===== config.mk =====
export PLATFORM = sky130hd
export DESIGN_NAME = pairmem_unit
export DESIGN_NICKNAME = d
export VERILOG_FILES = /design/src/rtl/pairmem_pkg.sv /design/src/rtl/pairmem_agen.sv /design/src/rtl/pairmem_dsel.sv /design/src/rtl/pairmem_wbsel.sv /design/src/rtl/pairmem_unit.sv
export SDC_FILE = /design/constraint.sdc
export NUM_CORES = 1
export LEC_CHECK = 0
export ABC_CLOCK_PERIOD_IN_PS = 11500
export BUFFER_PORTS_ARGS = -buffer_cell sky130_fd_sc_hd__buf_2
export CORE_MARGIN = 5
export CORE_UTILIZATION = 46
export CTS_CLUSTER_SIZE = 16
export DETAILED_ROUTE_END_ITERATION = 7
export GPL_TIMING_DRIVEN = 0
export PLACE_DENSITY = 0.86
export SYNTH_ARGS = -nofsm -noshare
export SYNTH_HDL_FRONTEND = slang
export SYNTH_SLANG_ARGS = --single-unit

===== constraint.sdc =====
create_clock -name clk -period 11.5 [get_ports clk]
set_clock_uncertainty 0.05 [all_clocks]
set_input_delay 2.3 -clock clk [delete_from_list [all_inputs] [get_ports clk]]
set_output_delay 2.3 -clock clk [all_outputs]
set_load 0.02 [all_outputs]

===== src/rtl/pairmem_pkg.sv =====
`timescale 1ns/1ps
package pairmem_pkg;

  typedef enum logic [2:0] {
    K_LD   = 3'd0,
    K_ST   = 3'd1,
    K_STI  = 3'd2,
    K_STIL = 3'd3,
    K_LDI  = 3'd4,
    K_LDIL = 3'd5,
    K_RSV6 = 3'd6,
    K_RSV7 = 3'd7
  } mkind_e;

  typedef enum logic [1:0] {
    M_PLAIN = 2'd0,
    M_POST  = 2'd1,
    M_PRE   = 2'd2,
    M_ALT   = 2'd3
  } amode_e;

  typedef enum logic {
    S_IDLE   = 1'b0,
    S_ACCESS = 1'b1
  } ustate_e;

endpackage


===== src/rtl/pairmem_agen.sv =====
`timescale 1ns/1ps
// Effective address and stepped pair value, purely combinational.
module pairmem_agen
  import pairmem_pkg::*;
#(
  parameter int DATA_W = 32,
  parameter int ADDR_W = 32,
  parameter int STEP_W = 8,
  localparam int PAIR_W = 2 * DATA_W
) (
  input  logic [DATA_W-1:0] pair_lo,
  input  logic [DATA_W-1:0] pair_hi,
  input  logic [STEP_W-1:0] step,
  input  logic [1:0]        mode,
  output logic [ADDR_W-1:0] eff_addr,
  output logic [DATA_W-1:0] next_lo,
  output logic [DATA_W-1:0] next_hi,
  output logic              stepping
);

  logic [PAIR_W-1:0] cur;
  logic [PAIR_W-1:0] delta;
  logic [PAIR_W-1:0] moved;
  amode_e            am;

  always_comb begin
    am       = amode_e'(mode);
    cur      = {pair_hi, pair_lo};
    delta    = {{(PAIR_W-STEP_W){step[STEP_W-1]}}, step};
    moved    = cur + delta;
    stepping = (am == M_POST) || (am == M_PRE);
    eff_addr = (am == M_PRE) ? moved[ADDR_W-1:0] : cur[ADDR_W-1:0];
    next_lo  = moved[DATA_W-1:0];
    next_hi  = moved[PAIR_W-1:DATA_W];
  end

endmodule


===== src/rtl/pairmem_dsel.sv =====
`timescale 1ns/1ps
// Store data and immediate-load data selection.
module pairmem_dsel
  import pairmem_pkg::*;
#(
  parameter int DATA_W = 32,
  parameter int SIMM_W = 12
) (
  input  logic [2:0]        kind,
  input  logic [DATA_W-1:0] src,
  input  logic [DATA_W-1:0] imm,
  output logic [DATA_W-1:0] store_data,
  output logic [DATA_W-1:0] load_imm
);

  logic [DATA_W-1:0] short_x;

  generate
    if (SIMM_W >= DATA_W) begin : g_full
      assign short_x = imm;
    end else begin : g_sext
      assign short_x = {{(DATA_W-SIMM_W){imm[SIMM_W-1]}}, imm[SIMM_W-1:0]};
    end
  endgenerate

  always_comb begin
    case (mkind_e'(kind))
      K_ST:    store_data = src;
      K_STI:   store_data = short_x;
      default: store_data = imm;
    endcase
    load_imm = (mkind_e'(kind) == K_LDI) ? short_x : imm;
  end

endmodule


===== src/rtl/pairmem_wbsel.sv =====
`timescale 1ns/1ps
// Per-half pair writeback enables; a load into its own pair keeps its data.
module pairmem_wbsel #(
  parameter int PIDX_W = 4,
  localparam int RIDX_W = PIDX_W + 1
) (
  input  logic              is_load,
  input  logic              stepping,
  input  logic [RIDX_W-1:0] rd,
  input  logic [PIDX_W-1:0] pair,
  output logic              lo_en,
  output logic              hi_en
);

  logic own_pair;

  always_comb begin
    own_pair = is_load && (rd[RIDX_W-1:1] == pair);
    lo_en    = stepping && !(own_pair && !rd[0]);
    hi_en    = stepping && !(own_pair &&  rd[0]);
  end

endmodule


===== src/rtl/pairmem_unit.sv =====
`timescale 1ns/1ps
module pairmem_unit
  import pairmem_pkg::*;
#(
  parameter int DATA_W = 32,
  parameter int ADDR_W = 32,
  parameter int STEP_W = 8,
  parameter int SIMM_W = 12,
  parameter int NPAIR  = 16,
  localparam int PIDX_W = $clog2(NPAIR),
  localparam int RIDX_W = PIDX_W + 1
) (
  input  logic              clk,
  input  logic              rst_n,
  input  logic              op_valid,
  output logic              op_ready,
  input  logic [2:0]        op_kind,
  input  logic [PIDX_W-1:0] op_pair,
  input  logic [RIDX_W-1:0] op_reg,
  input  logic [STEP_W-1:0] op_step,
  input  logic [1:0]        op_mode,
  input  logic [DATA_W-1:0] op_imm,
  output logic [RIDX_W-1:0] rf_lo_idx,
  output logic [RIDX_W-1:0] rf_hi_idx,
  output logic [RIDX_W-1:0] rf_src_idx,
  input  logic [DATA_W-1:0] rf_lo_data,
  input  logic [DATA_W-1:0] rf_hi_data,
  input  logic [DATA_W-1:0] rf_src_data,
  output logic              mem_valid,
  input  logic              mem_ready,
  output logic              mem_we,
  output logic [ADDR_W-1:0] mem_addr,
  output logic [DATA_W-1:0] mem_wdata,
  input  logic [DATA_W-1:0] mem_rdata,
  output logic              wb_rd_en,
  output logic [RIDX_W-1:0] wb_rd_idx,
  output logic [DATA_W-1:0] wb_rd_data,
  output logic              wb_pair_lo_en,
  output logic              wb_pair_hi_en,
  output logic [PIDX_W-1:0] wb_pair_idx,
  output logic [DATA_W-1:0] wb_pair_lo_data,
  output logic [DATA_W-1:0] wb_pair_hi_data
);

  // decode of the offered operation
  mkind_e            kind;
  logic              accept;
  logic              is_mem;
  logic              is_imm;
  logic              is_load;

  // combinational results for the offered operation
  logic [ADDR_W-1:0] ag_addr;
  logic [DATA_W-1:0] ag_lo;
  logic [DATA_W-1:0] ag_hi;
  logic              ag_step;
  logic [DATA_W-1:0] st_data;
  logic [DATA_W-1:0] li_data;
  logic              sel_lo;
  logic              sel_hi;

  // control state
  ustate_e           state_q, state_d;
  logic              hs;
  logic              req_cap;
  logic              rd_cap;

  // request registers (datapath, no reset)
  logic [ADDR_W-1:0] addr_q;
  logic [DATA_W-1:0] wdata_q;
  logic [DATA_W-1:0] nlo_q;
  logic [DATA_W-1:0] nhi_q;
  logic [PIDX_W-1:0] pair_q;
  logic [RIDX_W-1:0] rd_q;
  logic              we_q;
  logic              ld_q;
  logic              loen_q;
  logic              hien_q;

  // writeback registers
  logic              rd_en_q, rd_en_d;
  logic              lo_en_q, lo_en_d;
  logic              hi_en_q, hi_en_d;
  logic [RIDX_W-1:0] rd_idx_q, rd_idx_d;
  logic [DATA_W-1:0] rd_data_q, rd_data_d;

  assign rf_lo_idx  = {op_pair, 1'b0};
  assign rf_hi_idx  = {op_pair, 1'b1};
  assign rf_src_idx = op_reg;

  always_comb begin
    kind    = mkind_e'(op_kind);
    is_mem  = kind inside {K_LD, K_ST, K_STI, K_STIL};
    is_imm  = kind inside {K_LDI, K_LDIL};
    is_load = (kind == K_LD);
    accept  = op_valid && op_ready;
  end

  pairmem_agen #(
    .DATA_W (DATA_W),
    .ADDR_W (ADDR_W),
    .STEP_W (STEP_W)
  ) u_agen (
    .pair_lo  (rf_lo_data),
    .pair_hi  (rf_hi_data),
    .step     (op_step),
    .mode     (op_mode),
    .eff_addr (ag_addr),
    .next_lo  (ag_lo),
    .next_hi  (ag_hi),
    .stepping (ag_step)
  );

  pairmem_dsel #(
    .DATA_W (DATA_W),
    .SIMM_W (SIMM_W)
  ) u_dsel (
    .kind       (op_kind),
    .src        (rf_src_data),
    .imm        (op_imm),
    .store_data (st_data),
    .load_imm   (li_data)
  );

  pairmem_wbsel #(
    .PIDX_W (PIDX_W)
  ) u_wbsel (
    .is_load  (is_load),
    .stepping (ag_step),
    .rd       (op_reg),
    .pair     (op_pair),
    .lo_en    (sel_lo),
    .hi_en    (sel_hi)
  );

  // next-state and writeback logic
  always_comb begin
    hs      = (state_q == S_ACCESS) && mem_ready;
    req_cap = accept && is_mem;
    state_d = state_q;
    case (state_q)
      S_IDLE:   if (req_cap) state_d = S_ACCESS;
      S_ACCESS: if (mem_ready) state_d = S_IDLE;
      default:  state_d = S_IDLE;
    endcase
    rd_en_d   = (accept && is_imm) || (hs && ld_q);
    lo_en_d   = hs && loen_q;
    hi_en_d   = hs && hien_q;
    rd_cap    = (accept && is_imm) || hs;
    rd_data_d = hs ? mem_rdata : li_data;
    rd_idx_d  = hs ? rd_q : op_reg;
  end

  // control registers
  always_ff @(posedge clk or negedge rst_n) begin
    if (!rst_n) begin
      state_q <= S_IDLE;
      rd_en_q <= 1'b0;
      lo_en_q <= 1'b0;
      hi_en_q <= 1'b0;
    end else begin
      state_q <= state_d;
      rd_en_q <= rd_en_d;
      lo_en_q <= lo_en_d;
      hi_en_q <= hi_en_d;
    end
  end

  // request registers, loaded on acceptance of a memory operation
  always_ff @(posedge clk) begin
    if (req_cap) begin
      addr_q  <= ag_addr;
      wdata_q <= st_data;
      nlo_q   <= ag_lo;
      nhi_q   <= ag_hi;
      pair_q  <= op_pair;
      rd_q    <= op_reg;
      we_q    <= !is_load;
      ld_q    <= is_load;
      loen_q  <= sel_lo;
      hien_q  <= sel_hi;
    end
  end

  // register writeback data
  always_ff @(posedge clk) begin
    if (rd_cap) begin
      rd_data_q <= rd_data_d;
      rd_idx_q  <= rd_idx_d;
    end
  end

  assign op_ready        = (state_q == S_IDLE);
  assign mem_valid       = (state_q == S_ACCESS);
  assign mem_we          = we_q;
  assign mem_addr        = addr_q;
  assign mem_wdata       = wdata_q;
  assign wb_rd_en        = rd_en_q;
  assign wb_rd_idx       = rd_idx_q;
  assign wb_rd_data      = rd_data_q;
  assign wb_pair_lo_en   = lo_en_q;
  assign wb_pair_hi_en   = hi_en_q;
  assign wb_pair_idx     = pair_q;
  assign wb_pair_lo_data = nlo_q;
  assign wb_pair_hi_data = nhi_q;

endmodule


==> results.toml, run 1 <==
[floorplan]
die_h_um = 164
dieArea_mm2 = 0.0270
die_w_um = 164
placementRows = 56
core_area_mm2 = 0.0235
initial_utilization = 0.467
io_pins = 376

[grt]
grt_pass1_wl_um = 52000
grt_pass1_vias = 9619
grt_max_degree = 58
gr-total-overflow = 0
antenna_found_initial = 10
grtUsageTotal = 0.247

[synthesis]
synth_edf_count = 178
syn-num-nets = 1260
ys.warnings.count = 0
dominantRegCellSynth = "edfxtp_1"
syn_area_mm2 = 0.0110
seq_area_frac_synth = 0.496
synth_most_common_cell = "edfxtp_1"
yosysUniqueCellTypes = 72
synth_area_per_cell_um2 = 10.9
async_reset_ff_frac = 0.0220
synthCells = 1009
ys_ff_latch = 182
synth_top_area_share = 0.487
synthTopCellsByCount = "edfxtp_1, a21oi_1, nand2_1"
synth_area_leader_cell = "edfxtp_1"
synthTopCellsByArea = "edfxtp_1, ha_1, a21oi_1"

[power]
vdd_drop_max_mv = 0.0840
p_leak_nw = 5.89
power_density_mw_per_mm2 = 136

[timing]
setup_tns_ns = 0
finalCritPeriodShare = 0.490
clock.fmax_mhz = 177
setup_viol = 0
relSlewSlack = 0.164
tightest_slew_ns = 1.25
rsz0062_at_grt = "false"
hold_viol_final = 0
min_period_ns = 5.64
setup_slack_ns = 5.86
drv_slew = 0

[run_status]
status = "finished, final reports clean"

[critical_path]
cp-end-kind = "flip-flop"
path_max_fanout = 57
rrSetupSlack_ns = 8.95
setup.worst_path.start_class = "input port"
arrival_ns = 5.78
setup.worst_path.class = "input port to flip-flop"
cp.required_ns = 11.64

[clocking]
clock_latency_ns = 0.44
post_cts_buffers = 0
ctsHtreeMaxLevel = 4
cts.sink_count = 182
clockBufferDepth = 2
clk_pin_slew_ns = 0.09
cts_buffers = 17
ctsHoldBuffers = 0
clock-root-buffer = "clkbuf_16"
tritoncts = "done"
cts_resized = 0

[route]
viasPerCell = 5.57
wl_um = 34600
drt-wirelength-per-cell_um = 19.8
vias = 9726
first_pass_iters = 6
ant_nets = 0
drt_iter0_drc = 844
drc = 0

[cells_and_area]
fin_util = 0.598
drive_above_1_share = 0.372
fin_nets = 1659
multiInputGateArea_mm2 = 0.00517
area_delta_synth_final_pct = 28.0
fill_cells = 1964
seq_area_mm2 = 0.00545

[placement]
io_buffers = 372
preCtsSetupSlack_ns = 5.47
globalplace.congestion = 0.902
dp_hpwl_um = 27700

[run]
cap_violations = 0

[worst_hold_path]
holdCritPathClass = "flip-flop to flip-flop"
-- through the flow --
step / instances / hold slack (ns) / cell area (µm²) / power (mW)
after floorplan: 1009 / 0.415 / 11000 / 1.15
final: 1747 / 0.474 / 14000 / 1.91
after global routing: 1746 / 0.476 / 14000 / 2.00
after detailed placement: 1708 / 0.447 / 13400 / 1.31
after CTS: 1740 / 0.472 / 14000 / 1.92
after global placement: 1700 / 0.451 / 13200 / 1.30
-- report_power, final --
group / leakage, nW / switching, mW / internal [mW]
sequential: 1.71 / 0.0127 / 0.797
combinational: 3.88 / 0.305 / 0.184
clock: 0.299 / 0.315 / 0.299
-- critical path: stages --
cell	delay (ns)
buf_2	0.91
ha_1	0.40
buf_2	0.18
a21oi_1	0.31
o21ai_0	0.21
a21oi_1	0.24
o21ai_0	0.11
a31oi_1	0.45
o21bai_1	0.25
a21o_1	0.24
xor2_1	0.13
-- worst paths after layout --
| path | startpoint | endpoint | cells past startpoint |
|---|---|---|---|
| worst min-delay path | loen_q$_DFFE_PP_ | wb_pair_lo_en$_DFF_PN0_ | 1 |
| worst max register to register | mem_valid$_DFF_PN0_ | wb_pair_lo_data[0]$_DFFE_PP_ | 5 |
| max in group asynchronous | rst_n | mem_valid$_DFF_PN0_ | 1 |
| min in group asynchronous | rst_n | wb_pair_hi_en$_DFF_PN0_ | 1 |
| worst max-delay path | op_step[7] | wb_pair_hi_data[15]$_DFFE_PP_ | 11 |
| worst min register to register | loen_q$_DFFE_PP_ | wb_pair_lo_en$_DFF_PN0_ | 1 |
-- layer usage --
layer	wire length [µm]	global-route usage	vias to the layer above
met5	48	0	-
met4	1040	0.0907	8
met3	3130	0.0626	71
met2	17600	0.444	486
met1	12700	0.285	4548
li1	-	-	4613
-- sequential cells by signal, indices dropped and copies added, names as in the netlist, 4 cells and up --
name	flops
wb_rd_data	32
wb_pair_idx	4
mem_addr	32
wb_pair_lo_data	32
wb_pair_hi_data	32
mem_wdata	32
wb_rd_idx	5
rd_q	5
-- logic make-up (layout without fill, tap and decap cells) --
kind of cell,Yosys count,after routing,synth area share
adder cells (fa/ha/maj),65,65,0.0748
buffers and inverters,79,491,0.0336
XOR/XNOR,63,63,0.0503
flip-flops,182,182,0.496
AO/OA/AOI/OAI,313,313,0.175
AND/OR/NAND/NOR,243,243,0.105
multiplexers,62,62,0.0635
other,2,9,0.000685
-- area by class of cell --
| type | count | share of cell area |
|---|---|---|
| Sequential cell | 182 | 0.388 |
| Multi-Input combinational cell | 748 | 0.368 |
| Timing Repair Buffer | 380 | 0.144 |
| Clock buffer | 17 | 0.0303 |
| Tap cell | 319 | 0.0284 |
| Buffer | 58 | 0.0207 |
| Clock inverter | 15 | 0.0140 |
| Inverter | 21 | 0.00561 |
| Antenna cell | 7 | 0.00125 |
-- cells in the final DEF, fill, tap and decap left out, types with 15 or more instances in the layout --
master / count
a21o_1: 24
a21oi_1: 143
buf_2: 385
buf_4: 15
clkbuf_1: 29
clkbuf_16: 17
edfxtp_1: 178
ha_1: 64
inv_1: 21
mux2_2: 61
nand2_1: 85
nand3_1: 17
nor2_1: 68
o21ai_0: 56
xnor2_1: 37
xor2_1: 26
(Power assumes the default switching activity.)
==> run 2, diff against run 1 <==
- ABC_CLOCK_PERIOD_IN_PS: 11500 -> 5600
- CORE_UTILIZATION: 46 -> 51
- PLACE_DENSITY: 0.86 -> 0.9
- clock period: 11.5 -> 5.6 ns (I/O delays scaled with it)
==> run 2 against run 1 <==
- die area fell by 9.2%
- worst hold slack got worse by 0.053 ns
- register-to-register slack got worse by 5.7 ns
- power rose by 100%
==> results.toml, run 2 (same netlist as run 1, synthesis figures left out) <==
[critical_path]
setup.worst_path.class = "input port to flip-flop"
path_max_fanout = 57
crit_path_cell_trace = "buf_2 -> ha_1 -> buf_2 -> a21oi_1 -> o21ai_0 -> a21oi_1 -> nand4_1 -> a31oi_2 -> a31oi_4 -> a2111oi_0 -> nor3_1"
setup.worst_path.start_class = "input port"
rrSetupSlack_ns = 3.20
arrival_ns = 4.61
critPathLaunch = "op_step[7]"
max_stage_delay_ns = 0.91
r2r_start = "mem_valid$_DFF_PN0_"
cp-end-kind = "flip-flop"
cp_slowest_cell = "buf_2"
cp.required_ns = 5.72
critical_path_buf_inv_count = 2
path_delay_family = "compound AO/OA/AOI/OAI gates"
r2r_end = "mem_addr[18]$_DFFE_PP_"
crit_cells = 11
cp-endpoint = "wb_pair_hi_data[20]$_DFFE_PP_"
reg2reg_depth = 5

[floorplan]
die_h_um = 157
dieArea_mm2 = 0.0245
io_pins = 376
initial_utilization = 0.520
placementRows = 53
die_w_um = 157
core_area_mm2 = 0.0211

[route]
viasPerCell = 5.68
vias = 9675
drt_iter0_drc = 684
met3WireLength_um = 2820
drt-wirelength-per-cell_um = 20.1
route.met2.wl_um = 17300
drc = 0
ant_nets = 0
top_layer_used = "met5"
m1WireLength_um = 12600
wl_um = 34200
first_pass_iters = 5

[grt]
antenna_found_initial = 11
grtUsageTotal = 0.266
gr-total-overflow = 0
grt_pass1_vias = 9530
grt_pass1_wl_um = 50700
grt_max_degree = 58

[cells_and_area]
layout_common_cells = "buf_2, edfxtp_1, a21oi_1"
multiInputGateArea_mm2 = 0.00517
area_delta_synth_final_pct = 27.1
final_common_cell = "buf_2"
drive_above_1_share = 0.372
seq_area_mm2 = 0.00545
final_area_mm2 = 0.0139
fin_nets = 1659
fill_cells = 1646

[clocking]
clock_latency_ns = 0.43
ctsHoldBuffers = 0
cts_buffers = 17
clock-root-buffer = "clkbuf_16"
clk_pin_slew_ns = 0.08
post_cts_buffers = 0
tritoncts = "done"
ctsHtreeMaxLevel = 4
cts.sink_count = 182
cts_resized = 0
clockBufferDepth = 2

[timing]
drv_slew = 0
relSlewSlack = 0.160
setup_tns_ns = 0
finalCritPeriodShare = 0.801
clock.fmax_mhz = 223
rsz0062_at_grt = "false"
hold_viol_final = 0
min_period_ns = 4.48
setup_viol = 0
tightest_slew_ns = 1.26

[power]
intPower_mw = 2.66
p_leak_nw = 5.87
p_sw_frac = 0.317
pwr-share-seq = 0.426
power_frac_comb = 0.257
p_switching_mw = 1.24
pwr-share-clk = 0.316
vdd_drop_max_mv = 0.200
power_density_mw_per_mm2 = 280

[placement]
dpl_cell_area_mm2 = 0.0133
dp_hpwl_um = 27400
io_buffers = 372
globalplace.congestion = 0.920

[worst_hold_path]
holdCritPathClass = "input port to async pin"

[run_status]
status = "finished, final reports clean"

[run]
cap_violations = 0
[run 2: cell types whose count changed in the layout (fill, tap and decap cells not counted)]
cell and change:
buf_8 +1, clkbuf_8 +1, clkinv_8 -7, buf_16 -1, inv_12 -1, clkinv_4 +1
inv_8 +3, clkinvlp_4 +2, bufinv_16 +1
[run 2: worst min-delay path by stage]
stage / depth (start not counted) / startpoint / end / slack [ns]
2_1_floorplan: 1 / hien_q$_DFFE_PP_ / wb_pair_hi_en$_DFF_PN0_ / 0.41
3_3_place_gp: 1 / hien_q$_DFFE_PP_ / wb_pair_hi_en$_DFF_PN0_ / 0.43
3_5_place_dp: 1 / loen_q$_DFFE_PP_ / wb_pair_lo_en$_DFF_PN0_ / 0.44
4_1_cts: 1 / rst_n / wb_pair_hi_en$_DFF_PN0_ / 0.41
5_1_grt: 1 / rst_n / wb_rd_en$_DFF_PN0_ / 0.40
6_report: 1 / rst_n / wb_rd_en$_DFF_PN0_ / 0.42
[run 2: final cells by class]
| cell class | count | share of cell area |
|---|---|---|
| antenna | 7 | 0.00126 |
| clock buffer | 18 | 0.0315 |
| sequential | 182 | 0.391 |
| buffer | 58 | 0.0208 |
| timing repair buffer | 380 | 0.144 |
| multi-input combinational | 748 | 0.371 |
| clock inverter | 14 | 0.0110 |
| inverter | 21 | 0.00565 |
| tap | 275 | 0.0247 |
[run 2: power groups by stage]
stage | sequential, mW | clock (mW) | combinational (mW)
CTS | 1.66 | 1.25 | 0.999
global route | 1.67 | 1.32 | 1.09
global placement | 1.70 | 0 | 0.955
finish | 1.66 | 1.23 | 1.00
floorplan | 1.81 | 0 | 0.542
detailed placement | 1.69 | 0 | 0.993
[run 2: metrics by stage]
step / setup slack [ns] / hold slack [ns] / utilization / power (mW) / cells
floorplan: 0.206 / 0.415 / - / 2.35 / 1009
global placement: -1.34 / 0.430 / 0.625 / 2.66 / 1656
detailed placement: 0.751 / 0.440 / 0.632 / 2.69 / 1664
CTS: 1.19 / 0.410 / 0.660 / 3.92 / 1696
global route: 0.783 / 0.405 / 0.661 / 4.08 / 1703
finish: 1.12 / 0.420 / 0.661 / 3.90 / 1703
[run 2: layer usage]
layer / vias to the layer above / GRT usage
li1: 4610 / -
met1: 4538 / 0.307
met2: 436 / 0.466
met3: 83 / 0.0683
met4: 8 / 0.119
met5: - / 0
==> run 3, diff against run 2 <==
- ABC_AREA: unset -> 1
- ABC_CLOCK_PERIOD_IN_PS: 5600 -> 4400
- CORE_UTILIZATION: 51 -> 54
- PLACE_DENSITY: 0.9 -> 0.91
- clock period: 5.6 -> 4.4 ns (I/O delays scaled with it)
==> run 3 against run 2 <==
- worst hold slack worse by 0.22 ns
- die area up 12%
- non-clock buffer count down 22
- critical path depth up 3
- flip-flop and latch count unchanged
- sequential share of layout area down 5.4 points
- largest power group unchanged
- largest cell class is now multi-input combinational cells
==> results.toml, run 3 <==
[cells_and_area]
multiInputGateArea_mm2 = 0.00616
final_common_cell = "nand2_1"
fin_util = 0.669
final_area_mm2 = 0.0162
drive_above_1_share = 0.211
layout_common_cells = "nand2_1, buf_2, inv_1"
seq_area_mm2 = 0.00545
fill_cells = 2052
area_delta_synth_final_pct = 22.9
fin_nets = 2530
final_cells = 2620

[worst_hold_path]
holdCritPathClass = "input port to async pin"

[timing]
setup_viol = 0
hold_ws_ns = 0.199
tightest_slew_ns = 1.19
min_period_ns = 3.33
setup_slack_ns = 1.07
clock.fmax_mhz = 300
drv_slew = 0
rsz0062_at_grt = "false"
relSlewSlack = 0.210
hold_viol_final = 0
finalCritPeriodShare = 0.756

[route]
drt_iter0_drc = 1346
drt-wirelength-per-cell_um = 16.6
wl_um = 43500
drc = 0
vias = 13500
first_pass_iters = 6
viasPerCell = 5.15
ant_nets = 0

[floorplan]
initial_utilization = 0.544
dieArea_mm2 = 0.0276
die_h_um = 166
die_w_um = 166
core_area_mm2 = 0.0242
placementRows = 57
io_pins = 376

[synthesis]
ys_ff_latch = 182
synthCells = 1883
synth_area_per_cell_um2 = 6.98
seq_area_frac_synth = 0.414
syn-num-nets = 2134
synth_most_common_cell = "nand2_1"
synth_top_area_share = 0.406
synth_area_leader_cell = "edfxtp_1"
syn_area_mm2 = 0.0132
synthTopCellsByArea = "edfxtp_1, nand2_1, inv_1"
synth_edf_count = 178
synthTopCellsByCount = "nand2_1, inv_1, edfxtp_1"
async_reset_ff_frac = 0.0220
ys.warnings.count = 0
yosysUniqueCellTypes = 33
dominantRegCellSynth = "edfxtp_1"

[clocking]
cts_resized = 0
ctsHoldBuffers = 0
clock_latency_ns = 0.43
cts.sink_count = 182
ctsHtreeMaxLevel = 4
post_cts_buffers = 0
cts_buffers = 17
clk_pin_slew_ns = 0.08
clockBufferDepth = 2
clock-root-buffer = "clkbuf_16"
tritoncts = "done"

[grt]
grt_max_degree = 58
grt_pass1_vias = 13100
antenna_found_initial = 4
grtUsageTotal = 0.304
grt_pass1_wl_um = 66800
gr-total-overflow = 0

[critical_path]
cp-end-kind = "flip-flop"
crit_path_cell_trace = "buf_2 -> ha_1 -> nand2_1 -> inv_1 -> nand2_1 -> nand2_1 -> inv_1 -> nand3_1 -> nand3_1 -> nand2_1 -> nand2_1 -> nand2_1 -> nand2_1 -> nand2_1"
arrival_ns = 3.47
reg2reg_depth = 4
setup.worst_path.start_class = "input port"
path_common_cell = "nand2_1"
rrSetupSlack_ns = 1.61
critical_path_buf_inv_count = 3
path_max_fanout = 57
r2r_end = "wb_rd_data[9]$_DFFE_PP_"
max_stage_delay_ns = 0.85
path_delay_family = "simple AND/OR/NAND/NOR gates"
cp_slowest_cell = "buf_2"
crit_cells = 14
setup.worst_path.class = "input port to flip-flop"
cp.required_ns = 4.54
r2r_start = "mem_valid$_DFF_PN0_"

[power]
power_frac_comb = 0.278
intPower_mw = 3.33
pwr-share-seq = 0.406
p_switching_mw = 1.85
pwr-share-clk = 0.316
p_sw_frac = 0.357
p_leak_nw = 8.85
power_density_mw_per_mm2 = 321
vdd_drop_max_mv = 0.211

[run_status]
status = "finished, final reports clean"

[placement]
globalplace.congestion = 0.961
dpl_cell_area_mm2 = 0.0155
preCtsSetupSlack_ns = 0.684
dp_hpwl_um = 35700
io_buffers = 373
dpl.cell_count = 2584

[run]
cap_violations = 0
[run 3: changes by cell type in the layout (fill, tap and decap cells not counted), moves of 12 or more]
cell / delta
mux2_2: -61
o21ai_0: -50
nor2_2: +22
a21oi_1: -82
nand2_2: +15
o211ai_1: +14
nand2_1: +732
nand3_1: +55
a31oi_1: -12
a21o_1: -24
inv_1: +326
xnor2_1: -32
nor2_1: +52
[run 3: area by class of cell]
| class | instances | share of cell area |
|---|---|---|
| multi-input combinational | 1302 | 0.381 |
| antenna | 4 | 0.000619 |
| tap | 324 | 0.0251 |
| timing repair buffer | 377 | 0.120 |
| clock buffer | 17 | 0.0263 |
| clock inverter | 15 | 0.0132 |
| buffer | 39 | 0.0128 |
| sequential | 182 | 0.337 |
| inverter | 360 | 0.0836 |
[run 3: through the flow]
| stage | total power [mW] | TNS, ns |
|---|---|---|
| 2_1_floorplan | 3.06 | 0 |
| 4_1_cts | 5.18 | 0 |
| 3_3_place_gp | 3.51 | -12.21 |
| 6_report | 5.18 | 0 |
| 3_5_place_dp | 3.55 | 0 |
| 5_1_grt | 5.43 | 0 |
[run 3: worst max-delay path by stage]
stage | from | to
2_1_floorplan | op_valid | hien_q$_DFFE_PP_
3_3_place_gp | op_valid | mem_addr[8]$_DFFE_PP_
3_5_place_dp | op_step[7] | wb_pair_hi_data[17]$_DFFE_PP_
4_1_cts | op_step[7] | wb_pair_hi_data[17]$_DFFE_PP_
5_1_grt | op_step[7] | wb_pair_hi_data[9]$_DFFE_PP_
6_report | op_step[7] | wb_pair_hi_data[25]$_DFFE_PP_
[run 3: power groups by stage]
stage / Sequential (mW) / Clock (mW) / Combinational (mW)
after floorplan: 2.28 / 0 / 0.780
after global placement: 2.15 / 0 / 1.37
after detailed placement: 2.14 / 0 / 1.41
after CTS: 2.10 / 1.65 / 1.42
after global routing: 2.11 / 1.74 / 1.58
final: 2.10 / 1.64 / 1.44
[run 3: worst register-to-register path, delay by kind of cell (launching register included)]
family	cells	cell delay (ns)
buffers and inverters	2	0.98
and+or+nand+nor	2	0.88
DFF	1	0.40
[run 3: logic make-up (layout without fill, tap and decap cells)]
| kind of cell | count (synthesis) | after routing | synth area share |
|---|---|---|---|
| compound gates | 91 | 91 | 0.0391 |
| xor+xnor | 21 | 21 | 0.0140 |
| fa+ha+maj | 65 | 65 | 0.0624 |
| buf+inv | 399 | 808 | 0.118 |
| flops | 182 | 182 | 0.414 |
| other cells | 2 | 6 | 0.000571 |
| simple gates | 1123 | 1123 | 0.352 |
[run 3: layer usage]
| metal | routed length (µm) | global-route usage |
|---|---|---|
| met4 | 2060 | 0.140 |
| met1 | 17100 | 0.377 |
| met2 | 20700 | 0.525 |
| met5 | 0 | 0 |
| met3 | 3630 | 0.0481 |
